<file path="config.mk">
export PLATFORM = sky130hd
export DESIGN_NAME = flash_wait_ctrl
export DESIGN_NICKNAME = d
export VERILOG_FILES = /design/src/rtl/flash_wait_pkg.sv /design/src/rtl/flash_cfg_reg.sv /design/src/rtl/flash_latch_set.sv /design/src/rtl/flash_seq.sv /design/src/rtl/flash_wait_ctrl.sv
export SDC_FILE = /design/constraint.sdc
export NUM_CORES = 1
export LEC_CHECK = 0
export ABC_AREA = 1
export ABC_CLOCK_PERIOD_IN_PS = 4600
export BUFFER_PORTS_ARGS = -buffer_cell sky130_fd_sc_hd__buf_2
export CAP_MARGIN = 20
export CORE_UTILIZATION = 52
export DETAILED_ROUTE_END_ITERATION = 8
export GPL_TIMING_DRIVEN = 0
export PLACE_DENSITY = 0.72
export SYNTH_ARGS = -nofsm -noshare
export SYNTH_HDL_FRONTEND = slang
export SYNTH_HIERARCHICAL = 1
export SYNTH_SLANG_ARGS = --single-unit
</file>
<file path="constraint.sdc">
create_clock -name clk_i -period 4.6 [get_ports clk_i]
set_input_delay 0.46 -clock clk_i [delete_from_list [all_inputs] [get_ports clk_i]]
set_output_delay 0.46 -clock clk_i [all_outputs]
set_load 0.005 [all_outputs]
</file>
<file path="src/rtl/flash_wait_pkg.sv">
package flash_wait_pkg;
  localparam int unsigned CFG_W   = 32;
  localparam int unsigned TIM_LSB = 12;
  localparam int unsigned TIM_MSB = 15;
  localparam int unsigned PWR_BIT = 31;
  localparam logic [3:0]  TIM_SAFE = 4'd9;

  typedef enum logic [1:0] {ST_IDLE, ST_BUSY, ST_DONE} seq_st_e;

  typedef struct packed {
    logic       pwr;
    logic [3:0] tim;
  } cfg_t;
endpackage

</file>
<file path="src/rtl/flash_cfg_reg.sv">
module flash_cfg_reg
  import flash_wait_pkg::*;
(
  input  logic             clk_i,
  input  logic             rst_ni,
  input  logic             we_i,
  input  logic [CFG_W-1:0] wdata_i,
  output cfg_t             cfg_o,
  output logic [CFG_W-1:0] rdata_o
);
  cfg_t cfg_q;

  always_ff @(posedge clk_i or negedge rst_ni) begin
    if (!rst_ni) begin
      cfg_q.pwr <= 1'b1;
      cfg_q.tim <= TIM_SAFE;
    end else if (we_i) begin
      cfg_q.pwr <= wdata_i[PWR_BIT];
      cfg_q.tim <= wdata_i[TIM_MSB:TIM_LSB];
    end
  end

  always_comb begin
    rdata_o                   = '0;
    rdata_o[PWR_BIT]          = cfg_q.pwr;
    rdata_o[TIM_MSB:TIM_LSB]  = cfg_q.tim;
  end

  assign cfg_o = cfg_q;
endmodule

</file>
<file path="src/rtl/flash_latch_set.sv">
module flash_latch_set #(
  parameter int unsigned N_LAT = 4,
  parameter int unsigned AW    = 12,
  parameter int unsigned DW    = 32
) (
  input  logic          clk_i,
  input  logic          rst_ni,
  input  logic          flush_i,
  input  logic [AW-1:0] look_addr_i,
  output logic          hit_o,
  output logic [DW-1:0] hit_data_o,
  input  logic          fill_i,
  input  logic [AW-1:0] fill_addr_i,
  input  logic [DW-1:0] fill_data_i
);
  localparam int unsigned PW = (N_LAT > 1) ? $clog2(N_LAT) : 1;

  logic [N_LAT-1:0] valid_q;
  logic [N_LAT-1:0] hit_vec;
  logic [AW-1:0]    tag_q  [N_LAT];
  logic [DW-1:0]    data_q [N_LAT];
  logic [PW-1:0]    ptr_q;

  for (genvar g = 0; g < N_LAT; g++) begin : g_lat
    always_ff @(posedge clk_i or negedge rst_ni) begin
      if (!rst_ni) begin
        valid_q[g] <= 1'b0;
        tag_q[g]   <= '0;
        data_q[g]  <= '0;
      end else if (flush_i) begin
        valid_q[g] <= 1'b0;
      end else if (fill_i && ptr_q == PW'(g)) begin
        valid_q[g] <= 1'b1;
        tag_q[g]   <= fill_addr_i;
        data_q[g]  <= fill_data_i;
      end
    end
    assign hit_vec[g] = valid_q[g] && (tag_q[g] == look_addr_i);
  end

  // round-robin victim pointer, restarts at latch 0 on flush
  always_ff @(posedge clk_i or negedge rst_ni) begin
    if (!rst_ni)      ptr_q <= '0;
    else if (flush_i) ptr_q <= '0;
    else if (fill_i)  ptr_q <= (ptr_q == PW'(N_LAT-1)) ? '0 : ptr_q + 1'b1;
  end

  always_comb begin
    hit_data_o = '0;
    for (int i = 0; i < N_LAT; i++)
      if (hit_vec[i]) hit_data_o = hit_data_o | data_q[i];
  end
  assign hit_o = |hit_vec;


  hit_onehot_chk: assert property (@(posedge clk_i) disable iff (!rst_ni)
    $onehot0(hit_vec));

  flush_clr_chk: assert property (@(posedge clk_i) disable iff (!rst_ni)
    flush_i |=> (valid_q == '0));
endmodule

</file>
<file path="src/rtl/flash_seq.sv">
module flash_seq
  import flash_wait_pkg::*;
#(
  parameter int unsigned AW = 12,
  parameter int unsigned DW = 32
) (
  input  logic          clk_i,
  input  logic          rst_ni,
  input  logic          req_valid_i,
  input  logic [AW-1:0] req_addr_i,
  input  logic          stall_i,
  input  cfg_t          cfg_i,
  input  logic          hit_i,
  input  logic [DW-1:0] hit_data_i,
  input  logic [DW-1:0] arr_data_i,
  output logic          ready_o,
  output logic          err_o,
  output logic [DW-1:0] data_o,
  output logic          arr_en_o,
  output logic [AW-1:0] arr_addr_o,
  output logic          fill_o,
  output seq_st_e       state_o
);
  seq_st_e       st_q, st_d;
  logic [3:0]    cnt_q;
  logic [3:0]    lim_m1;
  logic [AW-1:0] addr_q;
  logic [DW-1:0] data_q;
  logic          start;

  // codes above the safe value run at the safe length
  assign lim_m1 = (cfg_i.tim > TIM_SAFE) ? TIM_SAFE : cfg_i.tim;

  always_comb begin
    st_d    = st_q;
    ready_o = 1'b0;
    err_o   = 1'b0;
    data_o  = data_q;
    start   = 1'b0;
    fill_o  = 1'b0;
    unique case (st_q)
      ST_IDLE: if (req_valid_i && !stall_i) begin
        if (!cfg_i.pwr) begin
          ready_o = 1'b1;
          err_o   = 1'b1;
        end else if (hit_i) begin
          ready_o = 1'b1;
          data_o  = hit_data_i;
        end else begin
          start = 1'b1;
          st_d  = ST_BUSY;
        end
      end
      ST_BUSY: if (cnt_q == '0) begin
        fill_o = 1'b1;
        st_d   = ST_DONE;
      end
      ST_DONE: begin
        ready_o = 1'b1;
        st_d    = ST_IDLE;
      end
      default: st_d = ST_IDLE;
    endcase
  end

  always_ff @(posedge clk_i or negedge rst_ni) begin
    if (!rst_ni) begin
      st_q   <= ST_IDLE;
      cnt_q  <= '0;
      addr_q <= '0;
      data_q <= '0;
    end else begin
      st_q <= st_d;
      if (start) begin
        cnt_q  <= lim_m1;
        addr_q <= req_addr_i;
      end else if (st_q == ST_BUSY && cnt_q != '0) begin
        cnt_q <= cnt_q - 1'b1;
      end
      if (fill_o) data_q <= arr_data_i;
    end
  end

  assign arr_en_o   = (st_q == ST_BUSY);
  assign arr_addr_o = addr_q;
  assign state_o    = st_q;


  err_no_array_chk: assert property (@(posedge clk_i) disable iff (!rst_ni)
    err_o |=> !arr_en_o);

  cnt_bound_chk: assert property (@(posedge clk_i) disable iff (!rst_ni)
    arr_en_o |-> (cnt_q <= TIM_SAFE));

  busy_ready_chk: assert property (@(posedge clk_i) disable iff (!rst_ni)
    arr_en_o |-> !ready_o);

  addr_hold_chk: assert property (@(posedge clk_i) disable iff (!rst_ni)
    (arr_en_o && $past(arr_en_o)) |-> $stable(arr_addr_o));
endmodule

</file>
<file path="src/rtl/flash_wait_ctrl.sv">
module flash_wait_ctrl
  import flash_wait_pkg::*;
#(
  parameter int unsigned AW    = 12,
  parameter int unsigned DW    = 32,
  parameter int unsigned N_LAT = 4
) (
  input  logic             clk_i,
  input  logic             rst_ni,
  input  logic             cfg_we_i,
  input  logic [CFG_W-1:0] cfg_wdata_i,
  output logic [CFG_W-1:0] cfg_rdata_o,
  input  logic             req_valid_i,
  input  logic [AW-1:0]    req_addr_i,
  output logic             req_ready_o,
  output logic [DW-1:0]    rsp_data_o,
  output logic             rsp_err_o,
  output logic             arr_en_o,
  output logic [AW-1:0]    arr_addr_o,
  input  logic [DW-1:0]    arr_data_i
);
  cfg_t             cfg;
  seq_st_e          state;
  logic             pend_q;
  logic [CFG_W-1:0] pend_data_q;
  logic             apply_we;
  logic [CFG_W-1:0] apply_data;
  logic             hit;
  logic [DW-1:0]    hit_data;
  logic             fill;
  logic             stall;

  // writes during an access wait until its response cycle; newest wins
  assign apply_we   = (state == ST_IDLE && cfg_we_i) ||
                      (state == ST_DONE && (cfg_we_i || pend_q));
  assign apply_data = cfg_we_i ? cfg_wdata_i : pend_data_q;
  assign stall      = cfg_we_i;

  always_ff @(posedge clk_i or negedge rst_ni) begin
    if (!rst_ni) begin
      pend_q      <= 1'b0;
      pend_data_q <= '0;
    end else if (apply_we) begin
      pend_q <= 1'b0;
    end else if (cfg_we_i && state == ST_BUSY) begin
      pend_q      <= 1'b1;
      pend_data_q <= cfg_wdata_i;
    end
  end

  flash_cfg_reg u_cfg (
    .clk_i   (clk_i),
    .rst_ni  (rst_ni),
    .we_i    (apply_we),
    .wdata_i (apply_data),
    .cfg_o   (cfg),
    .rdata_o (cfg_rdata_o)
  );

  flash_latch_set #(.N_LAT(N_LAT), .AW(AW), .DW(DW)) u_lat (
    .clk_i       (clk_i),
    .rst_ni      (rst_ni),
    .flush_i     (apply_we),
    .look_addr_i (req_addr_i),
    .hit_o       (hit),
    .hit_data_o  (hit_data),
    .fill_i      (fill),
    .fill_addr_i (arr_addr_o),
    .fill_data_i (arr_data_i)
  );

  flash_seq #(.AW(AW), .DW(DW)) u_seq (
    .clk_i       (clk_i),
    .rst_ni      (rst_ni),
    .req_valid_i (req_valid_i),
    .req_addr_i  (req_addr_i),
    .stall_i     (stall),
    .cfg_i       (cfg),
    .hit_i       (hit),
    .hit_data_i  (hit_data),
    .arr_data_i  (arr_data_i),
    .ready_o     (req_ready_o),
    .err_o       (rsp_err_o),
    .data_o      (rsp_data_o),
    .arr_en_o    (arr_en_o),
    .arr_addr_o  (arr_addr_o),
    .fill_o      (fill),
    .state_o     (state)
  );


  defer_cfg_chk: assert property (@(posedge clk_i) disable iff (!rst_ni)
    (state == ST_BUSY && cfg_we_i) |=> $stable(cfg_rdata_o));

  idle_stall_chk: assert property (@(posedge clk_i) disable iff (!rst_ni)
    (state == ST_IDLE && cfg_we_i) |-> !req_ready_o);
endmodule

</file>
-- Word level (Yosys, flattened, before mapping)
Cells that the tools add are included.
- order comparisons: 1
- equal/unequal tests: 13
- multiplexer cells: 43
- add/sub/neg operators: 2
- bitwise gates (word level): 4
- reductions and logical operators: 34
- operators by type and width (operator ; number):
    two-way mux 32 bit ; 9
    bitwise OR 32 bit ; 3
    == test 12 bit ; 4
    two-way mux 1 bit ; 22
    two-way mux 2 bit ; 7
    nonzero test 2 bit ; 7
    logical AND 1 bit ; 13
    two-way mux 4 bit ; 3
    AND reduction 2 bit ; 5
    == test 2 bit, second input constant ; 3
    != test 2 x 1 -> 1 bit, second input constant ; 3
    == test 2 x 1 -> 1 bit, second input constant ; 2
    greater-than comparator 4 bit, second input constant ; 1
    zero test 2 bit ; 2
    zero test 4 bit ; 1
    case mux 2 bit (2 select lines) ; 1
    AND reduction 4 bit ; 1
    nonzero test 4 bit ; 1
    OR reduction 4 bit ; 1
    subtractor 4 x 1 -> 4 bit, second input constant ; 1
    adder 2 x 1 -> 2 bit, second input constant ; 1
    logical OR 1 bit ; 2
    != test 2 bit, second input constant ; 1
    case mux 1 bit (2 select lines) ; 1
    2 further kinds ; 2
- register bits after elaboration: 270
- input bits: 80
- logic and storage cells: 118
- output and inout bits: 79

-- Logic depth before layout (Yosys ltp)
Gate-level depths: netlist (run 1).
- depth in word-level cells: 13
- depth in mapped cells: 15
- gate-level depth less buffers: 13

-- By module
The synthesis (run 1) kept the hierarchy.
- by module, submodules not included (module ; area each (um2) ; sequential area each (um2) ; instances ; cells an instance):
    flash_latch_set ; 9182.6 ; 4554.4 ; 1 ; 1159
    flash_seq ; 2711.4 ; 1251.2 ; 1 ; 350
    flash_wait_ctrl ; 1844.3 ; 825.8 ; 1 ; 219
    flash_cfg_reg ; 432.9 ; 128.9 ; 1 ; 54

-- Worst setup path before layout (run 1)
Ideal clock, no wire load.
- kind: input to output
- start point: in req_addr_i[6]
- end point: out rsp_data_o[13]
- slack: 2240 ps
- cell stages on the path: 11
- data required time: 4140 ps
- arrival time: 1900 ps
- buffers on the path: 2
- cells stage by stage: inv_1 or2_2 o211ai_1 nor2_4 buf_6 nand2_1 nand4_1 nand3_4 buf_6 nand2_1 o21ai_2
- elaborated cells on any way between the ends: 20
- RTL lines (what ; RTL line ; text):
    from (decl) ; flash_wait_ctrl.sv:14 ; input logic [AW-1:0] req_addr_i,
    == test 12 bit ; flash_latch_set.sv:38 ; assign hit_vec[g] = valid_q[g] && (tag_q[g] == look_addr_i);
    logical AND 1 bit ; flash_latch_set.sv:38 ;
    OR reduction 4 bit (*) ; flash_latch_set.sv:53 ; assign hit_o = |hit_vec;
    via hit ; flash_wait_ctrl.sv:28 ; logic hit;
    two-way mux 32 bit (*) ; flash_seq.sv:46 ; end else if (hit_i) begin
    two-way mux 32 bit (*) ; flash_seq.sv:43 ; if (!cfg_i.pwr) begin
    two-way mux 32 bit (*) ; flash_seq.sv:42 ; ST_IDLE: if (req_valid_i && !stall_i) begin
    two-way mux 32 bit (*) ; flash_seq.sv:41 ; unique case (st_q)
    to (decl) ; flash_wait_ctrl.sv:16 ; output logic [DW-1:0] rsp_data_o,
The timed path passes the listed nets; every way through them passes the cells marked *.

-- Worst setup path after layout (run 1)
- start point: reg u_lat/tag_q[16] (netlist name)
- end point: out rsp_data_o[0]
- elaborated cells on any way between the ends: 10
- RTL lines (what ; RTL line ; text):
    from (decl) ; flash_latch_set.sv:20 ; logic [AW-1:0] tag_q [N_LAT];
    from (signal, indexed assignment) ; flash_latch_set.sv:34 ; tag_q[g] <= fill_addr_i;
    == test 12 bit ; flash_latch_set.sv:38 ;
    logical AND 1 bit ; flash_latch_set.sv:38 ;
    OR reduction 4 bit ; flash_latch_set.sv:53 ;
    via hit ; flash_wait_ctrl.sv:28 ;
    two-way mux 32 bit ; flash_seq.sv:46 ;
    two-way mux 32 bit ; flash_seq.sv:43 ;
    two-way mux 32 bit ; flash_seq.sv:42 ;
    two-way mux 32 bit ; flash_seq.sv:41 ;
The timed path passes the listed nets, and every way through them passes these cells.

==> reports/qor.yml, run 1 <==
maxCapViolCount: 0
status: "finished, final reports clean"
drive_above_1_share_pct: 20.9
design_area_um2: 14700
avgSynthCellArea_um2: 7.90
r2r_setup_slack_ns: 1.95
cts_resized: 0
endpoint_kind: "output port"
wl_per_cell_um: 15.7
final_util_pct: 62.1
dpl.cell_count: 2066
cts_buffers: 27
max_stage_delay_ns: 0.39
critPathSlowestCell: "dfrtp_1"
viasPerCell: 5.14
postCtsSetupBuffers: 0
route.vias.total: 10900
syn_area_um2: 12800
rows: 56
cts_root_buf: "clkbuf_16"
synth-warning-count: 6
globalplace.congestion: 0.897
timing.slew.headroom_pct: 56.7
power.density_nw_per_um2: 468
dp_hpwl_um: 22700
met2_usage_pct: 46.3
top_usage_layer: "met2"
io_pins: 159
hp-class: "primary input to flop"
wirelength_um: 33200
initial_core_util_pct: 53.7
first_iter_violations: 813
ir_drop_v: 0.000470
grt_use_met1_pct: 35.5
rsz0062_at_grt: "false"
hold-path-endpoint: "u_seq/data_q[24]$_DFFE_PN0P_"
hold_depth: 3
met3_usage_pct: 4.35
grt_pass1_vias: 10400
io_buffers: 104
place_ws_ns: 1.36
antenna_left: 0
cts_tree: "done"
clock_latency_ns: 0.54
start_kind: "flop"
antenna_found_initial: 0
overflow: 0
critPathKind: "flop to output port"
fmax_ghz: 0.281
path_cells: "nand2_1 -> o21ai_0 -> nor2_1 -> nand2_1 -> nor2_4 -> buf_2 -> nand2_1 -> nand4_1 -> nand3_4 -> buf_6 -> o21ai_2 -> buf_2"
rr_endpoint: "u_lat/tag_q[22]$_DFFE_PN0P_"
grt_pass1_wl_um: 53100
fin_crit_ns: 3.55
placed_area_um2: 13800
clock-sinks: 243
reg2reg_from: "u_seq/cnt_q[0]$_DFFE_PN0P_"
cp_common_cell: "nand2_1"
drv_slew: 0
n_antenna_cell: 0
drt_drc_violations_left: 0
fin_skew_ns: 0.00950
fin_ws_ns: 1.05
worst-path-max-fanout: 10
final_nets: 1862
die_w_um: 159
path_buf_inv: 3
cts_buffer_depth: 3
cellLeakagePower_nw: 7.64
netlist_instances: 1615
postCtsHoldBufs: 1
p_total_mw: 6.90
track_usage_pct: 27.2
report.final.setup_viol: 0
reg2regPathDepth: 11
syn_to_final_growth_pct: 15.6
drt_first_pass_iters: 5
die_h_um: 159
worstPathRequired_ns: 4.14
dieArea_um2: 25200
min-delay-start: "arr_data_i[24]"
cp_top_family: "simple AND/OR/NAND/NOR gates"
fin_cells: 2115
grt_max_degree: 122
core_area_um2: 23800
period_share_pct: 77.2
tightestPinTransition_ns: 0.649
worstPathArrival_ns: 3.09
clkTransAtPathRegs_ns: 0.06
htreeDepth: 1
finalHoldViolCount: 0
-- routing by layer --
metal  vias up  part of all wire, %
met5         -                    0
met4         0                  2.5
met3        51                  6.0
met2       334                   48
met1      5208                   43
li1       5277                    -
-- per-stage QoR --
step           hold WS (ns)  TNS, ns
3_3_place_gp          0.462  -322.82
2_1_floorplan         0.164        0
3_5_place_dp          0.271        0
4_1_cts               0.116        0
5_1_grt               0.120        0
6_report              0.129        0
-- power breakdown --
group | total [mW] | switching, mW | internal, mW
sequential | 3.01 | 0.339 | 2.67
clock | 2.17 | 0.869 | 1.30
combinational | 1.71 | 0.994 | 0.721
-- how the worst max path moves through the flow --
stage                     cells after the start                        start                           end  slack (ns)
after floorplan                              11                req_addr_i[6]                rsp_data_o[13]        2.24
after global routing                         12  u_lat/tag_q[16]$_DFFE_PN0P_                 rsp_data_o[0]        0.90
final                                        12  u_lat/tag_q[16]$_DFFE_PN0P_                 rsp_data_o[0]        1.05
after global placement                        1                       rst_ni  u_lat/data_q[27]$_DFFE_PN0P_       -1.37
after detailed placement                     14                req_addr_i[4]                 rsp_data_o[0]        1.36
after CTS                                    12  u_lat/tag_q[16]$_DFFE_PN0P_                 rsp_data_o[0]        1.10
-- flip-flops by register name, summed over array words and instances (netlist names) --
signal            cells
pend_data_q           5
pend_q                1
u_cfg/cfg_o           5
u_lat/data_q        128
u_lat/ptr_q           2
u_lat/tag_q          48
u_lat/valid_q         4
u_seq/arr_addr_o     12
u_seq/cnt_q           4
u_seq/data_q         32
u_seq/state_o         2
-- tightest hold or removal path: cells and delay by family --
kind | cells | cell delay (ns)
buf+inv | 1 | 0.08
simple gates | 2 | 0.09
-- cell type report --
cell class                      instances  area [um^2]
Buffer                                116          861
Multi-Input combinational cell       1065         5090
Clock inverter                         14          153
Tap cell                              319          399
Fill cell                            2115         9010
Inverter                              217          815
Clock buffer                           34          742
Sequential cell                       243         6080
Timing Repair Buffer                  107          596
-- layout by cell type, fill, tap and decap left out, types with 24 or more instances in the layout --
master and instances:
buf_6 24, nand2_1 592, o21ai_0 189, buf_4 41
buf_2 134, clkbuf_16 27, o21ai_2 40, inv_1 202
nand3_2 47, conb_1 27, dfrtp_1 240, nand3_1 103
No activity file was read; power rests on OpenSTA's default activity.
==> run 2, diff against run 1 <==
Settings changed: ABC_CLOCK_PERIOD_IN_PS 4600 to 3500.
Clock period 4.6 ns to 3.5 ns, I/O delays scaled along.
==> reports/qor.yml, run 2 (same netlist as run 1, synthesis figures left out) <==
cts_tree: "done"
io_buffers: 104
wirelength_um: 33700
critPathKind: "flop to output port"
switching_share_pct: 32.0
worstPathArrival_ns: 2.98
syn_to_final_growth_pct: 15.9
initial_core_util_pct: 53.7
clock_latency_ns: 0.54
internal_power_mw: 6.18
worstSetupPathDepth: 14
grt_pass1_vias: 10400
place_ws_ns: 0.483
fin_ws_ns: 0.173
final_util_pct: 62.3
timing.slew.headroom_pct: 56.4
globalplace.congestion: 0.897
fmax_ghz: 0.301
htreeDepth: 1
largest_reg_flops: 128
die_w_um: 159
status: "finished, final reports clean"
cp_top_family: "simple AND/OR/NAND/NOR gates"
cts_buffer_depth: 3
dieArea_um2: 25200
path_cells: "inv_1 -> nand2_1 -> nand2_1 -> nor2_1 -> nand2_1 -> nor2_4 -> clkbuf_4 -> nand2_1 -> nand4_1 -> buf_4 -> nand3_4 -> buf_6 -> o21ai_2 -> buf_2"
rows: 56
period_share_pct: 95.0
fin_skew_ns: 0.0102
pwr-share-seq_pct: 43.7
final_cell_mix: "592 x nand2_1, 240 x dfrtp_1, 202 x inv_1"
track_usage_pct: 27.2
first_iter_violations: 862
power_frac_comb_pct: 24.9
regMostFlops: "u_lat/data_q"
viasPerCell: 5.17
clock-sinks: 243
power.density_nw_per_um2: 614
cellLeakagePower_nw: 7.66
fin_crit_ns: 3.33
r2r_setup_slack_ns: 0.81
n_antenna_cell: 0
hp-class: "primary input to flop"
critPathSlowestCell: "dfrtp_1"
tightestPinTransition_ns: 0.654
overflow: 0
finalHoldViolCount: 0
die_h_um: 159
io_pins: 159
p_sw_mw: 2.91
grt_pass1_wl_um: 53100
top_regs: "u_lat/data_q (128), u_lat/tag_q (48), u_seq/data_q (32)"
wl_per_cell_um: 15.9
reg2regPathDepth: 13
drv_slew: 0
grt_max_degree: 122
clkPwrFrac_pct: 31.4
worstPathRequired_ns: 3.15
endpoint: "rsp_data_o[0]"
max_stage_delay_ns: 0.39
final_common_cell: "nand2_1"
setup.worst_path.start: "u_lat/tag_q[37]$_DFFE_PN0P_"
antenna_found_initial: 0
start_kind: "flop"
reg2reg_from: "u_lat/tag_q[43]$_DFFE_PN0P_"
worst-path-max-fanout: 10
clkTransAtPathRegs_ns: 0.06
report.final.setup_viol: 0
antenna_left: 0
core_area_um2: 23800
ir_drop_v: 0.000618
rsz0062_at_grt: "false"
path_buf_inv: 5
drt_first_pass_iters: 5
cp_common_cell: "nand2_1"
maxCapViolCount: 0
cts_buffers: 27
final_nets: 1867
endpoint_kind: "output port"
cts_root_buf: "clkbuf_16"
dp_hpwl_um: 22700
drive_above_1_share_pct: 21.2
route.vias.total: 11000
rr_endpoint: "u_seq/arr_addr_o[1]$_DFFE_PN0P_"
drt_drc_violations_left: 0
-- run 2: cell count changes in the layout (fill, tap and decap cells not counted) --
cell	change
buf_2	-2
clkbuf_4	+2
buf_4	+4
nand3_2	+1
-- run 2: final cells by class --
cell class              instances  area (um^2)
clock inverters                14          153
inverters                     217          815
fillers                      2111         8960
clock buffers                  34          742
repair buffers                111          626
plain buffers                 116          866
multi-input cells            1066         5100
flip-flops and latches        243         6080
well taps                     319          399
-- run 2: how the worst min path moves through the flow --
stage,start,to,slack (ns),cells after the start
2_1_floorplan,rst_ni,pend_data_q[12]$_DFFE_PN0P_,0.05,0
3_3_place_gp,u_seq/data_q[16]$_DFFE_PN0P_,u_seq/data_q[16]$_DFFE_PN0P_,0.46,2
3_5_place_dp,rst_ni,u_lat/data_q[72]$_DFFE_PN0P_,0.16,1
4_1_cts,arr_data_i[24],u_seq/data_q[24]$_DFFE_PN0P_,0.006,3
5_1_grt,arr_data_i[24],u_seq/data_q[24]$_DFFE_PN0P_,0.01,3
6_report,arr_data_i[24],u_seq/data_q[24]$_DFFE_PN0P_,0.02,3
-- run 2: worst reg2reg max path: cells and delay by family (launching register included) --
kind	cells	cell delay [ns]
and+or+nand+nor	8	1.19
DFF	1	0.40
AOI/OAI and AO/OA	1	0.14
buffers and inverters	4	0.87
-- run 2: metal layers --
metal  vias to the layer above  part of all wire (%)  wire length, um  GRT usage, %
met5                         -                     0                0             0
met4                         0                   2.8              933          8.24
met3                        61                   6.2             2100          4.35
met2                       333                    48            16200          46.3
met1                      5275                    43            14500          35.5
li1                       5290                     -                -             -
-- run 2: metrics by stage --
step / instance area (um^2) / total power, mW / hold WS (ns) / std cells / setup TNS [ns]
after floorplan: 12900 / 5.40 / 0.0544 / 1641 / 0
after global placement: 13800 / 6.14 / 0.462 / 2064 / -562.81
after detailed placement: 13800 / 6.25 / 0.161 / 2066 / 0
after CTS: 14700 / 9.13 / 0.00596 / 2115 / 0
after global routing: 14800 / 9.64 / 0.00954 / 2120 / 0
final: 14800 / 9.09 / 0.0200 / 2120 / 0
-- run 2: timing repair --
action                                 4_1_cts  5_1_grt
resized for setup                            0        2
hold buffers                                 1        0
setup endpoints to repair                    0       16
setup buffers                                0        4
endpoints found under the hold margin      201        0
-- run 2: power groups by stage --
stage / registers, mW / logic, mW / clock network (mW)
6_report: 3.97 / 2.26 / 2.86
5_1_grt: 4.04 / 2.58 / 3.01
4_1_cts: 3.95 / 2.27 / 2.91
3_5_place_dp: 3.99 / 2.26 / 0
3_3_place_gp: 3.97 / 2.17 / 0
2_1_floorplan: 3.90 / 1.51 / 0
==> run 3, diff against run 2 <==
Settings changed: CAP_MARGIN 20 to not set, CELL_PAD_IN_SITES_DETAIL_PLACEMENT set to 1, CELL_PAD_IN_SITES_GLOBAL_PLACEMENT set to 2, CORE_UTILIZATION 52 to 35, PLACE_DENSITY 0.72 to 0.8.
==> reports/qor.yml, run 3 (same netlist as run 1, synthesis figures left out) <==
clkTransAtPathRegs_ns: 0.06
die_w_um: 193
switching_share_pct: 32.8
report.final.setup_viol: 0
n_antenna_cell: 0
wl_met1_um: 18600
path_cells: "xnor2_1 -> nand3_1 -> nor2_4 -> clkbuf_4 -> nand2_1 -> nand4_1 -> nand3_4 -> buf_12 -> buf_6 -> o21ai_2 -> buf_2"
track_usage_pct: 22.1
cts_buffers: 30
wirelength_um: 40000
clkPwrFrac_pct: 33.2
grt_pass1_vias: 11400
endpoint_kind: "output port"
htreeDepth: 1
final_cell_mix: "592 x nand2_1, 240 x dfrtp_1, 202 x inv_1"
fin_crit_ns: 3.39
antenna_left: 0
final_util_pct: 42.9
antenna_found_initial: 1
io_buffers: 104
clock-sinks: 243
dieArea_um2: 37200
cts_buffer_depth: 3
wl_per_cell_um: 17.4
violations: "DRC"
core_area_um2: 35700
regMostFlops: "u_lat/data_q"
grt_max_degree: 88
critPathKind: "flop to output port"
maxCapViolCount: 0
finalHoldViolCount: 0
rows: 69
drt_first_pass_iters: 7
drt_drc_violations_left: 8
p_total_mw: 9.39
worst-path-max-fanout: 10
syn_to_final_growth_pct: 20.1
status: "finished with violations"
drive_above_1_share_pct: 21.1
dp_hpwl_um: 27900
hp-class: "primary input to flop"
design_area_um2: 15300
drv_slew: 0
dpl.cell_count: 2208
fin_cells: 2293
rsz0062_at_grt: "false"
nFillCells: 4441
die_h_um: 193
top_regs: "u_lat/data_q (128), u_lat/tag_q (48), u_seq/data_q (32)"
clock_latency_ns: 0.57
critPathSlowestCell: "dfrtp_1"
worstPathArrival_ns: 3.04
pwr-share-seq_pct: 42.3
p_sw_mw: 3.08
grt_pass1_wl_um: 63800
largest_reg_flops: 128
fin_ws_ns: 0.112
cts_root_buf: "clkbuf_16"
place_ws_ns: 0.351
first_iter_violations: 567
cts_tree: "done"
fin_setup_tns_ns: 0
final_common_cell: "nand2_1"
worstPathRequired_ns: 3.15
tightestPinTransition_ns: 0.699
dr_wl_met3_um: 1190
fin_skew_ns: 0.0240
period_share_pct: 96.8
ir_drop_v: 0.000449
placed_area_um2: 14000
start_kind: "flop"
route.vias.total: 11000
initial_core_util_pct: 35.7
globalplace.congestion: 0.793
viasPerCell: 4.79
max_stage_delay_ns: 0.38
routed.top_layer: "met5"
fin_hold_ws_ns: 0.0213
power.density_nw_per_um2: 613
io_pins: 159
overflow: 0
timing.slew.headroom_pct: 53.4
power_frac_comb_pct: 24.6
final_nets: 1893
fmax_ghz: 0.295
cellLeakagePower_nw: 7.80
internal_power_mw: 6.32
wl_met2_um: 19300
## run 3: repair_timing
action,in CTS,in global routing
buffers inserted,1,1
resized for setup,0,2
pin swaps,1,1
endpoints found under the setup margin,4,5
hold endpoints to repair,106,0
hold buffers,27,0
## run 3: power groups by stage
stage                     Sequential [mW]  Clock, mW  Combinational (mW)
after floorplan                      3.90          0                1.51
after global placement               3.98          0                2.24
after detailed placement             4.01          0                2.32
after CTS                            3.97       3.21                2.36
after global routing                 4.06       3.30                2.66
final                                3.97       3.12                2.31
## run 3: per-layer routing
| layer | vias to the layer above | track usage, % |
|---|---|---|
| met3 | 54 | 2.18 |
| met1 | 5422 | 30.1 |
| met2 | 173 | 37.5 |
| met5 | - | 0 |
| met4 | 2 | 5.29 |
| li1 | 5335 | - |
## run 3: worst paths after layout
path,start,to,depth (start not counted),slack [ns]
max,u_lat/tag_q[39]$_DFFE_PN0P_,rsp_data_o[0],11,0.11
min,arr_data_i[29],u_seq/data_q[29]$_DFFE_PN0P_,3,0.02
max reg2reg,u_seq/cnt_q[0]$_DFFE_PN0P_,u_lat/tag_q[29]$_DFFE_PN0P_,11,0.86
min reg2reg,u_seq/data_q[28]$_DFFE_PN0P_,u_seq/data_q[28]$_DFFE_PN0P_,2,0.48
max in group asynchronous,rst_ni,u_cfg/cfg_o[3]$_DFFE_PN1P_,3,2.21
min in group asynchronous,rst_ni,u_seq/data_q[8]$_DFFE_PN0P_,2,0.35
## run 3: area by class of cell
type / count / area (um^2) / area share [%]
sequential: 243 / 6080 / 39.7
multi-input combinational: 1065 / 5090 / 33.2
clock buffer: 42 / 886 / 5.78
timing repair buffer: 135 / 883 / 5.77
buffer: 116 / 866 / 5.65
inverter: 217 / 815 / 5.32
tap: 461 / 577 / 3.76
clock inverter: 14 / 116 / 0.759
## run 3: worst max-delay path, delay by kind of cell, from the launching register on
kind                      cells  cell delay, ns
AOI/OAI and AO/OA             1            0.19
xor gates and xnor gates      1            0.28
DFF                           1            0.38
and+or+nand+nor               5            0.84
buffers and inverters         4            0.77
